--- src/rtl/outch_pkg.sv ---
package outch_pkg;

   typedef enum logic [2:0] {
      CH_OFF   = 3'd0,
      CH_BLANK = 3'd1,
      CH_ON    = 3'd2,
      CH_WAIT  = 3'd3,
      CH_LATCH = 3'd4,
      CH_LOCK  = 3'd5
   } ch_state_e;

   localparam int NCAUSE = 6;

   localparam logic [2:0] CS_NONE = 3'd0;
   localparam logic [2:0] CS_STG  = 3'd1;
   localparam logic [2:0] CS_STS  = 3'd2;
   localparam logic [2:0] CS_OT   = 3'd3;
   localparam logic [2:0] CS_UV   = 3'd4;
   localparam logic [2:0] CS_OV   = 3'd5;
   localparam logic [2:0] CS_OL   = 3'd6;

   localparam logic [2:0] ACT_FLAG  = 3'd0;
   localparam logic [2:0] ACT_GATE  = 3'd1;
   localparam logic [2:0] ACT_LATCH = 3'd2;
   localparam logic [2:0] ACT_RETRY = 3'd3;
   localparam logic [2:0] ACT_LOCK  = 3'd4;

endpackage

--- src/rtl/outch_satcnt.sv ---
module outch_satcnt #(
   parameter int W = 4
) (
   input  logic         clk,
   input  logic         rst_n,
   input  logic         inc,
   output logic [W-1:0] cnt
);
   localparam logic [W-1:0] MAXV = {W{1'b1}};

   always_ff @(posedge clk or negedge rst_n) begin
      if (!rst_n)                  cnt <= '0;
      else if (inc && cnt != MAXV) cnt <= cnt + 1'b1;
   end


   sat_hold_chk: assert property (@(posedge clk) disable iff (!rst_n)
      (cnt == MAXV) |=> (cnt == MAXV));


   step_one_chk: assert property (@(posedge clk) disable iff (!rst_n)
      (inc && cnt != MAXV) |=> (cnt == $past(cnt) + 1'b1));
endmodule

--- src/rtl/outch_evbank.sv ---
module outch_evbank #(
   parameter int N = 6,
   parameter int W = 4
) (
   input  logic           clk,
   input  logic           rst_n,
   input  logic [N-1:0]   hit,
   output logic [N*W-1:0] cnt_flat
);
   generate
      if (N < 1 || W < 1) begin : g_bad
         $error("outch_evbank: N and W must be positive");
      end
      for (genvar i = 0; i < N; i++) begin : g_cnt
         outch_satcnt #(.W(W)) u_cnt (
            .clk   (clk),
            .rst_n (rst_n),
            .inc   (hit[i]),
            .cnt   (cnt_flat[i*W +: W])
         );
      end
   endgenerate
endmodule

--- src/rtl/outch_backoff.sv ---
module outch_backoff #(
   parameter int TICK_W  = 10,
   parameter int RETRY_W = 3,
   parameter int WAIT_W  = 17,
   parameter bit EXP     = 1'b1
) (
   input  logic [TICK_W-1:0]  base,
   input  logic [RETRY_W-1:0] nret,
   output logic [WAIT_W-1:0]  wait_o
);
   generate
      if (WAIT_W < TICK_W + (1 << RETRY_W) - 1) begin : g_bad
         $error("outch_backoff: WAIT_W too narrow for the shifted base");
      end
      if (EXP) begin : g_dbl
         assign wait_o = WAIT_W'(base) << nret;
      end else begin : g_flat
         logic unused_n;
         assign unused_n = ^nret;
         assign wait_o   = WAIT_W'(base);
      end
   endgenerate
endmodule

--- src/rtl/outch_dntimer.sv ---
module outch_dntimer #(
   parameter int W = 17
) (
   input  logic         clk,
   input  logic         rst_n,
   input  logic         load,
   input  logic [W-1:0] load_val,
   output logic         done
);
   logic [W-1:0] cnt;

   always_ff @(posedge clk or negedge rst_n) begin
      if (!rst_n)         cnt <= '0;
      else if (load)      cnt <= load_val;
      else if (cnt != '0) cnt <= cnt - 1'b1;
   end

   assign done = (cnt <= W'(1));
endmodule

--- src/rtl/outch_guard.sv ---
module outch_guard
   import outch_pkg::*;
#(
   parameter int BLANK_W     = 8,
   parameter int TICK_W      = 10,
   parameter int RETRY_W     = 3,
   parameter int EVT_W       = 4,
   parameter int GOOD_W      = 12,
   parameter int DATA_W      = 16,
   parameter bit EXP_BACKOFF = 1'b1
) (
   input  logic               clk,
   input  logic               rst_n,
   input  logic               en_cmd,
   input  logic               clr,
   input  logic               oc_in,
   input  logic               sc_to_supply,
   input  logic               tw_in,
   input  logic               tt_in,
   input  logic               uv_in,
   input  logic               ov_in,
   input  logic               ol_in,
   input  logic               cfg_retry_on,
   input  logic [BLANK_W-1:0] cfg_blank,
   input  logic [TICK_W-1:0]  cfg_base,
   input  logic [RETRY_W-1:0] cfg_retry_lim,
   input  logic [GOOD_W-1:0]  cfg_good,
   input  logic [2:0]         rd_addr,
   output logic               gate_en,
   output logic               derate,
   output logic               fault_flag,
   output logic [DATA_W-1:0]  rd_data
);
   localparam int WAIT_W = TICK_W + (1 << RETRY_W) - 1;
   localparam int STAT_W = 13 + RETRY_W;

   generate
      if (STAT_W > DATA_W || EVT_W > DATA_W) begin : g_bad_data
         $error("outch_guard: DATA_W too narrow for status or counters");
      end
      if (BLANK_W > WAIT_W) begin : g_bad_blank
         $error("outch_guard: BLANK_W exceeds shared timer width");
      end
   endgenerate

   ch_state_e            st, st_n;
   logic [RETRY_W-1:0]   rcnt, rcnt_n;
   logic [GOOD_W-1:0]    good;
   logic [2:0]           cause_q, act_q;
   logic                 fault_q, warn_q, tw_q, uv_q, ov_q, olq_q;
   logic                 healthy, trip, clr_take, ol_now, ol_ev, ov_ev;
   logic [2:0]           t_cause, t_act;
   logic                 tmr_load, tmr_done;
   logic [WAIT_W-1:0]    tmr_val, bo_wait;
   logic [NCAUSE-1:0]    hit;
   logic [NCAUSE*EVT_W-1:0] cnt_flat;
   logic [STAT_W-1:0]    status;

   assign healthy  = !uv_in && !tt_in;
   assign clr_take = clr && !(((st == CH_LATCH) || (st == CH_LOCK)) && oc_in);
   assign ol_now   = (st == CH_ON) && en_cmd && ol_in;
   assign ol_ev    = ol_now && !olq_q;
   assign ov_ev    = ov_in && !ov_q;

   outch_backoff #(
      .TICK_W (TICK_W),
      .RETRY_W(RETRY_W),
      .WAIT_W (WAIT_W),
      .EXP    (EXP_BACKOFF)
   ) u_backoff (
      .base  (cfg_base),
      .nret  (rcnt),
      .wait_o(bo_wait)
   );

   outch_dntimer #(.W(WAIT_W)) u_timer (
      .clk     (clk),
      .rst_n   (rst_n),
      .load    (tmr_load),
      .load_val(tmr_val),
      .done    (tmr_done)
   );

   // channel policy
   always_comb begin
      st_n     = st;
      rcnt_n   = rcnt;
      trip     = 1'b0;
      t_cause  = CS_NONE;
      t_act    = ACT_FLAG;
      tmr_load = 1'b0;
      tmr_val  = WAIT_W'(cfg_blank);
      unique case (st)
         CH_OFF: begin
            if (en_cmd && healthy) begin
               st_n     = CH_BLANK;
               tmr_load = 1'b1;
            end
         end
         CH_BLANK, CH_ON: begin
            if (!en_cmd) begin
               st_n = CH_OFF;
            end else if (uv_in) begin
               st_n = CH_OFF; trip = 1'b1; t_cause = CS_UV; t_act = ACT_GATE;
            end else if (tt_in) begin
               st_n = CH_OFF; trip = 1'b1; t_cause = CS_OT; t_act = ACT_GATE;
            end else if (st == CH_ON && oc_in) begin
               trip    = 1'b1;
               t_cause = sc_to_supply ? CS_STS : CS_STG;
               if (!cfg_retry_on) begin
                  st_n  = CH_LATCH;
                  t_act = ACT_LATCH;
               end else if (rcnt == cfg_retry_lim) begin
                  st_n  = CH_LOCK;
                  t_act = ACT_LOCK;
               end else begin
                  st_n     = CH_WAIT;
                  t_act    = ACT_RETRY;
                  rcnt_n   = rcnt + 1'b1;
                  tmr_load = 1'b1;
                  tmr_val  = bo_wait;
               end
            end else if (st == CH_BLANK && tmr_done) begin
               st_n = CH_ON;
            end else if (st == CH_ON && good == cfg_good) begin
               rcnt_n = '0;
            end
         end
         CH_WAIT: begin
            if (!en_cmd) begin
               st_n = CH_OFF;
            end else if (tmr_done) begin
               if (healthy) begin
                  st_n     = CH_BLANK;
                  tmr_load = 1'b1;
               end else begin
                  st_n = CH_OFF;
               end
            end
         end
         CH_LATCH, CH_LOCK: begin
            if (clr_take) begin
               st_n   = CH_OFF;
               rcnt_n = '0;
            end
         end
         default: st_n = CH_OFF;
      endcase
   end

   // events per cause, index = cause code - 1
   always_comb begin
      hit = '0;
      if (trip)  hit[int'(t_cause) - 1] = 1'b1;
      if (ol_ev) hit[int'(CS_OL) - 1]   = 1'b1;
      if (ov_ev) hit[int'(CS_OV) - 1]   = 1'b1;
   end

   outch_evbank #(.N(NCAUSE), .W(EVT_W)) u_events (
      .clk     (clk),
      .rst_n   (rst_n),
      .hit     (hit),
      .cnt_flat(cnt_flat)
   );

   always_ff @(posedge clk or negedge rst_n) begin
      if (!rst_n) begin
         st      <= CH_OFF;
         rcnt    <= '0;
         good    <= '0;
         cause_q <= CS_NONE;
         act_q   <= ACT_FLAG;
         fault_q <= 1'b0;
         warn_q  <= 1'b0;
         tw_q    <= 1'b0;
         uv_q    <= 1'b0;
         ov_q    <= 1'b0;
         olq_q   <= 1'b0;
      end else begin
         st    <= st_n;
         rcnt  <= rcnt_n;
         tw_q  <= tw_in;
         uv_q  <= uv_in;
         ov_q  <= ov_in;
         olq_q <= ol_now;
         if (st != CH_ON)         good <= '0;
         else if (good != cfg_good) good <= good + 1'b1;
         if (trip) begin
            cause_q <= t_cause;
            act_q   <= t_act;
         end else if (ol_ev) begin
            cause_q <= CS_OL;
            act_q   <= ACT_FLAG;
         end else if (ov_ev) begin
            cause_q <= CS_OV;
            act_q   <= ACT_FLAG;
         end
         if (trip || ol_ev || ov_ev) fault_q <= 1'b1;
         else if (clr_take)          fault_q <= 1'b0;
         if (tw_in)                  warn_q  <= 1'b1;
         else if (clr_take)          warn_q  <= 1'b0;
      end
   end

   assign gate_en    = (st == CH_BLANK) || (st == CH_ON);
   assign derate     = tw_q && gate_en;
   assign fault_flag = fault_q;
   assign status     = {st, ov_q, uv_q, warn_q, fault_q, rcnt, act_q, cause_q};

   always_comb begin
      rd_data = '0;
      if (rd_addr == 3'd0) begin
         rd_data[STAT_W-1:0] = status;
      end else if (int'(rd_addr) <= NCAUSE) begin
         rd_data[EVT_W-1:0] = cnt_flat[(int'(rd_addr) - 1)*EVT_W +: EVT_W];
      end
   end


   health_gate_chk: assert property (@(posedge clk) disable iff (!rst_n)
      $rose(gate_en) |-> $past(en_cmd && !uv_in && !tt_in));


   blank_ignore_chk: assert property (@(posedge clk) disable iff (!rst_n)
      (st == CH_BLANK && en_cmd && !uv_in && !tt_in) |=> gate_en);


   clr_held_chk: assert property (@(posedge clk) disable iff (!rst_n)
      (st == CH_LATCH && clr && oc_in) |=> (st == CH_LATCH));


   lock_stay_chk: assert property (@(posedge clk) disable iff (!rst_n)
      (st == CH_LOCK && !clr) |=> (st == CH_LOCK));


   cancel_off_chk: assert property (@(posedge clk) disable iff (!rst_n)
      (st == CH_WAIT && !en_cmd) |=> !gate_en);


   warn_keeps_on_chk: assert property (@(posedge clk) disable iff (!rst_n)
      (tw_in && gate_en && en_cmd && !uv_in && !tt_in && !oc_in) |=> gate_en);


   uv_cut_chk: assert property (@(posedge clk) disable iff (!rst_n)
      (gate_en && uv_in) |=> !gate_en);
endmodule

--- config.mk ---
export PLATFORM = sky130hd
export DESIGN_NAME = outch_guard
export DESIGN_NICKNAME = d
export VERILOG_FILES = /design/src/rtl/outch_pkg.sv /design/src/rtl/outch_satcnt.sv /design/src/rtl/outch_evbank.sv /design/src/rtl/outch_backoff.sv /design/src/rtl/outch_dntimer.sv /design/src/rtl/outch_guard.sv
export SDC_FILE = /design/constraint.sdc
export NUM_CORES = 1
export LEC_CHECK = 0
export BUFFER_PORTS_ARGS = -buffer_cell sky130_fd_sc_hd__buf_2
export CAP_MARGIN = 30
export CORE_UTILIZATION = 30
export CTS_CLUSTER_SIZE = 40
export DETAILED_ROUTE_END_ITERATION = 10
export PLACE_DENSITY = 0.53
export SYNTH_ARGS = -nofsm -noshare
export SYNTH_HDL_FRONTEND = slang
export SYNTH_SLANG_ARGS = --single-unit
--- constraint.sdc ---
create_clock -name clk -period 4.67 [get_ports clk]
set_input_delay 0.467 -clock clk [delete_from_list [all_inputs] [get_ports clk]]
set_output_delay 0.467 -clock clk [all_outputs]
set_load 0.01 [all_outputs]
# ---- Word-level counts from Yosys, hierarchy flattened
# Cells that the tools add are included.
dict set report word_totals {
  out_inout_bits 19
  reg_bits 71
  in_bits 48
  elab_cells 181
}
dict set report op_classes {
  n_eq_ne 26
  mux 79
  n_shift 2
  reduce_logical 41
  n_lt_le_gt_ge 4
  addsub 11
}
# op count
set op_table {}
lappend op_table {{two-way mux 17 bit} 9}
lappend op_table {{two-way mux 3 bit} 35}
lappend op_table {{two-way mux 12 bit} 3}
lappend op_table {{adder 4 x 1 -> 4 bit (second input constant)} 6}
lappend op_table {{!= test 4 bit (second input constant)} 6}
lappend op_table {{indexed part select 24 x 6 -> 4 bit} 1}
lappend op_table {{two-way mux 1 bit} 22}
lappend op_table {{logical AND 1 bit} 19}
lappend op_table {{less-or-equal comparator 17 x 1 -> 1 bit (second input constant)} 1}
lappend op_table {{nonzero test 17 bit} 1}
lappend op_table {{<< shifter 10 x 3 -> 17 bit} 1}
lappend op_table {{subtractor 17 x 1 -> 17 bit (second input constant)} 1}
lappend op_table {{!= test 3 bit (second input constant)} 5}
lappend op_table {{adder 12 x 1 -> 12 bit (second input constant)} 1}
lappend op_table {{equality test 12 bit} 1}
lappend op_table {{!= test 12 bit} 1}
lappend op_table {{one-hot mux 3 bit (4 select lines)} 1}
lappend op_table {{!= test 2 bit (second input constant)} 5}
lappend op_table {{nonzero test 2 bit} 5}
lappend op_table {{AND reduction 9 bit} 1}
lappend op_table {{two-way mux 4 bit} 2}
lappend op_table {{subtractor 3 x 1 -> 4 bit (second input constant)} 2}
lappend op_table {{equality test 3 x 2 -> 1 bit (second input constant)} 2}
lappend op_table {{equality test 3 bit (second input constant)} 2}
lappend op_table {{other kinds (19)} 30}

# ---- Longest topological paths before layout
dict set report logic_depth {
  ltp_word 15
  depth_mapped 11
  ltp_nobuf 9
}

# ---- By module
# From an unflattened synthesis, not the netlist that was laid out.
dict set report unflattened {
  cells_unflattened 579
  area_unflattened_um2 5131.2
}
# module seq_area_each_um2 cells_each area_per_inst_um2 instances
set modules_own_cells {}
lappend modules_own_cells {outch_guard 750.7 285 2386.0 1}
lappend modules_own_cells {outch_satcnt 100.1 20 210.2 6}
lappend modules_own_cells {outch_dntimer 425.4 118 1038.5 1}
lappend modules_own_cells {outch_backoff 0.0 56 445.4 1}

# ---- Worst setup path before layout
# Ideal clock, no wire load.
dict set report synth_path {
  path_type {input -> output}
  startpoint {input rd_addr[0]}
  endpoint {output rd_data[3]}
  setup_slack_ps 1888
  arrival_time_ps 2315
  t_required_ps 4203
  stages 9
  path_buffers 2
  cell_sequence {clkbuf_1 -> inv_1 -> ha_1 -> ha_1 -> clkbuf_1 -> nand2_1 -> o211ai_1 -> o21ai_0 -> a32o_1}
}
dict set report synth_between {
  elab_chain_cells 4
  word_cells_on_any_way 6
  cone_classes {add/sub (1); order compare (1); shift (1); mux (2); reduce/logical (1)}
}
# item line_no
set synth_lines {}
lappend synth_lines {{start, declared} outch_guard.sv:28} ;# input logic [2:0] rd_addr,
lappend synth_lines {{subtractor 3 x 1 -> 4 bit} outch_guard.sv:215} ;# rd_data[EVT_W-1:0] = cnt_flat[(int'(rd_addr) - 1)*EVT_W +: EVT_W];
lappend synth_lines {{indexed part select 24 x 6 -> 4 bit} outch_guard.sv:215}
lappend synth_lines {{two-way mux 4 bit} outch_guard.sv:214} ;# end else if (int'(rd_addr) <= NCAUSE) begin
lappend synth_lines {{two-way mux 4 bit (*)} outch_guard.sv:212} ;# if (rd_addr == 3'd0) begin
lappend synth_lines {{end, declared} outch_guard.sv:32} ;# output logic [DATA_W-1:0] rd_data
# Every way passes the cells marked *; elsewhere a longest branch is shown, timed or not.

# ---- Final worst setup path
dict set report layout_path {
  startpoint {register st[0]}
  endpoint {register u_events.g_cnt[3].u_cnt.cnt[1]}
}
dict set report layout_between {
  elab_chain_cells 14
  word_cells_on_any_way 22
  cone_classes {add/sub (1); order compare (2); eq/ne (2); mux (13); reduce/logical (4)}
}
# item line_no
set layout_lines {}
lappend layout_lines {{start, declared} outch_guard.sv:46} ;# ch_state_e st, st_n;
lappend layout_lines {{start signal, assigned} outch_guard.sv:180} ;# st <= st_n;
lappend layout_lines {{equality test 3 x 2 -> 1 bit} {outch_guard.sv:93, outch_guard.sv:107}}
lappend layout_lines {{logical AND 1 bit} outch_guard.sv:107} ;# end else if (st == CH_ON && oc_in) begin
lappend layout_lines {{two-way mux 2 bit} outch_guard.sv:107}
lappend layout_lines {{two-way mux 2 bit} outch_guard.sv:105} ;# end else if (tt_in) begin
lappend layout_lines {{two-way mux 3 bit} outch_guard.sv:103} ;# end else if (uv_in) begin
lappend layout_lines {{two-way mux 3 bit} outch_guard.sv:101} ;# if (!en_cmd) begin
lappend layout_lines {{two-way mux 3 bit} outch_guard.sv:93} ;# unique case (st)
lappend layout_lines {{subtractor 3 x 1 -> 4 bit} outch_guard.sv:154} ;# if (trip) hit[int'(t_cause) - 1] = 1'b1;
lappend layout_lines {{< comparator 4 x 5 -> 1 bit (not written as such) or greater-or-equal comparator 4 x 1 -> 1 bit (tied branches)} outch_guard.sv:154}
lappend layout_lines {{logical AND 1 bit (not written as such)} outch_guard.sv:154}
lappend layout_lines {{two-way mux 1 bit (not written as such)} outch_guard.sv:154}
lappend layout_lines {{demux 1 bit (select 3 bit)} outch_guard.sv:154}
lappend layout_lines {{two-way mux 6 bit (*)} outch_guard.sv:154}
lappend layout_lines {{logical AND 1 bit (*)} outch_satcnt.sv:13} ;# else if (inc && cnt != MAXV) cnt <= cnt + 1'b1;
lappend layout_lines {{end signal, assigned} outch_satcnt.sv:13}
lappend layout_lines {{end, declared} outch_satcnt.sv:7} ;# output logic [W-1:0] cnt
# Marked as above.
# A chain may end at the register's enable or synchronous reset.

==> qor.log <==
[timing] clock tree skew after final layout 0.0115 ns
[routing] detailed-route vias per instance 5.27
[routing] drt drc 0
[timing] setup repair after global routing missed its margin no
[run_status] result of the run completed
[setup_path] element type at the critical path end flop
[die] initial standard-cell utilization of the core 0.311
[yosys] Post-synth top flop dfrtp_1
[routing] Detailed Route Iter0 Violations 268
[power] power density over the cells 350 nW/um2
[routing] routed wire length per instance 16.3 um
[placed_design] GPL Wtd Cong 0.851
[yosys] cells taking the most area after synthesis dfrtp_1 (36%), xnor2_1 (5.3%), mux2i_1 (5.0%)
[clocking] clock net sink count 71
[setup_path] CP max stage delay 0.56 ns
[timing] period utilisation layout 0.674
[layout] P&R area growth vs syn 16.9%
[setup_path] Max stage delay cell, worst path nand4bb_1
[global_route] total overflow reported by the global router 0
[placed_design] final HPWL from detailed placement 9640 um
[clocking] setup fix buffers added after clock tree synthesis 0
[routing] Final Routed Wirelength 12900 um
[placed_design] cell area after placement 5480 um2
[power] largest vdd supply drop 0.000172 V
[routing] detailed-route via count 4172
[global_route] wire length of the first global-routing pass 21000 um
[clocking] clock-pin slew on the worst setup and hold paths 0.06 ns
[yosys] async set-reset flop share out of synthesis 1.00
[setup_path] ordered cell list for the critical path nand4bb_1, o21bai_1, nand2_1, ha_1, inv_1, a41oi_1, nor4_2, mux2_2
[hold_path] class of the tightest hold or removal check in2async
[timing] max-slew violation count 0
[layout] fin nets 633
[die] boundary pin count 67
[yosys] Yosys warning count 0
[yosys] number of distinct library cells after synthesis 72
[yosys] Yosys top cell by area dfrtp_1
[clocking] number of buffers on the longest clock path 2
[yosys] fraction of synthesized cell area taken by the top area cell type 0.358
[clocking] latest clock arrival within the worst-skew pair 0.34 ns
[die] height of the chip 131 um
[timing] Fin. Hold Viols 0
[yosys] area of the mapped netlist 4970 um2
[timing] maximum operating frequency 318 MHz
[yosys] synthesized area per cell 9.71 um2
[clocking] CTS tree yes
[layout] combined area of the multi-input logic cells 3000 um2
[timing] shortest clock period the worst path allows after layout 3.15 ns
[die] overall die area 17100 um2
[clocking] number of buffers created by CTS 9
[clocking] post_cts resized 0
[yosys] EDFF count, synth 0
[setup_path] Reg-to-Reg Start st[0]
[global_route] via count of the first global-routing pass 4062
[clocking] CTS hold repair buffers 0
[job] total of max-cap violations 0
[setup_path] startpoint types flop
[layout] share of post-route cells with drive strength above 1 0.220
[power] total chip power 0.00203 W
[layout] summed area of non-filler cells in the final layout 5810 um2
[global_route] antenna violations before repair 0
[setup_path] required arrival time at the worst endpoint 4.90 ns
[setup_path] number of cells on the worst reg-to-reg path 8
[routing] remaining antenna violation count after routing 0
[setup_path] flop-to-flop setup slack 1.52 ns
[layout] most frequent standard cell in the layout excluding fill and tap cells dfrtp_1
[global_route] overall global routing resource usage 0.161
[timing] Worst-Margin Slew 0.945 ns
[placed_design] Port-buffer cells 66
[yosys] Post-Synthesis Net Count 574
[setup_path] Critical R2R Capture u_events.g_cnt[3].u_cnt.cnt[1]
[layout] Antenna Diode Count 0
[timing] hold_ws 0.244 ns
[global_route] largest net degree at the start of global routing 38
[routing] Pre-antenna DRT Iters 5
[clocking] Root Buffer clkbuf_16
[power] leak pwr 2.47 nW
[die] number of core rows 46
[timing] final total negative setup slack 0 ns
[layout] number of fillers in the final layout 1684
[yosys] count of mapped cells out of synthesis 512
[clocking] CTS H-tree lvls 3
[layout] area used by sequential logic in the layout 1780 um2
[layout] top library cells by usage in the layout, fill and taps aside dfrtp_1 (71), buf_2 (66), nor2_1 (32)
[die] die span in x 131 um
[yosys] register bit total from synthesis 71
[setup_path] critical path type reg2reg
[setup_path] largest fanout on the critical path 15
[setup_path] Data arrival, critical path 3.38 ns
[die] CORE AREA 16000 um2
[timing] tightest slew margin relative to the limit 0.367
[setup_path] capture point of the critical path u_events.g_cnt[3].u_cnt.cnt[1]
[setup_path] origin of the worst setup path st[0]
[yosys] sequential element share of the synthesized area 0.358
[timing] # setup viols final 0
==> cell usage after synthesis (6+ instances only) <==
cell type	number
nand4_1	8
buf_2	9
clkbuf_1	10
a31oi_1	7
nor2b_1	8
mux2i_1	25
nor4_2	6
a21o_1	6
mux2_2	13
nand2b_1	12
nand3_1	17
nand2_1	30
xnor2_1	30
o211ai_1	6
nor2_1	32
o22ai_1	8
a21oi_1	17
or3_1	8
o21ai_0	10
ha_1	14
xor2_1	14
nor3_1	13
and2_1	15
inv_1	21
dfrtp_1	71
o31ai_1	7
==> per-layer routing <==
metal	part of all wire	wire length, um	GRT usage	vias up
met1	0.50	6470	0.224	2022
li1	-	-	-	2036
met5	0	0	0	-
met4	0.013	164	0.0527	0
met2	0.45	5790	0.248	99
met3	0.038	496	0.0318	15
==> logic make-up after synthesis <==
family,synth area share
AOI/OAI and AO/OA,0.181
xor gates and xnor gates,0.0775
adders and majority gates,0.0352
buffers and inverters,0.0393
DFF,0.358
muxes,0.100
and+or+nand+nor,0.210
==> report_power, final <==
group          internal, W  switching [W]  total, W
Clock             0.000458       0.000269  0.000727
Combinational     0.000234       0.000244  0.000478
Sequential        0.000701       0.000126  0.000827
==> sequential cells by signal (all words and copies together) (netlist names), 3 cells and up <==
signal	cells
u_events.g_cnt.u_cnt.cnt	24
u_timer.cnt	17
good	12
act_q	3
cause_q	3
rcnt	3
st	3
==> stage by stage <==
step                utilization  setup slack (ns)  instances
floorplan                     -              1.89        512
global placement          0.343              1.74        775
detailed placement        0.343              1.59        775
CTS                       0.363              1.59        791
global route              0.363              1.32        792
finish                    0.363              1.52        792
==> cell type report <==
| cell class | instances | share of cell area |
|---|---|---|
| multi-input cells | 397 | 0.516 |
| flip-flops and latches | 71 | 0.306 |
| repair buffers | 71 | 0.0633 |
| well taps | 216 | 0.0465 |
| clock buffers | 12 | 0.0459 |
| inverters | 21 | 0.0136 |
| clock inverters | 4 | 0.00904 |
==> worst min-delay path by stage <==
stage | endpoint | depth (start not counted)
floorplan | act_q[0] | 0
global placement | warn_q | 1
detailed placement | warn_q | 1
CTS | ov_q | 1
global route | tw_q | 1
finish | u_events.g_cnt[5].u_cnt.cnt[1] | 1
==> worst max-delay path: cells and delay by family, from the launching register on <==
kind                     cells  cell delay, ns
AND/OR/NAND/NOR              3            1.13
AO/OA/AOI/OAI                2            0.56
flip-flops                   1            0.55
multiplexers                 1            0.38
adder cells (fa/ha/maj)      1            0.31
buffers and inverters        1            0.10
Note: power is estimated with default switching activity, not from simulation.
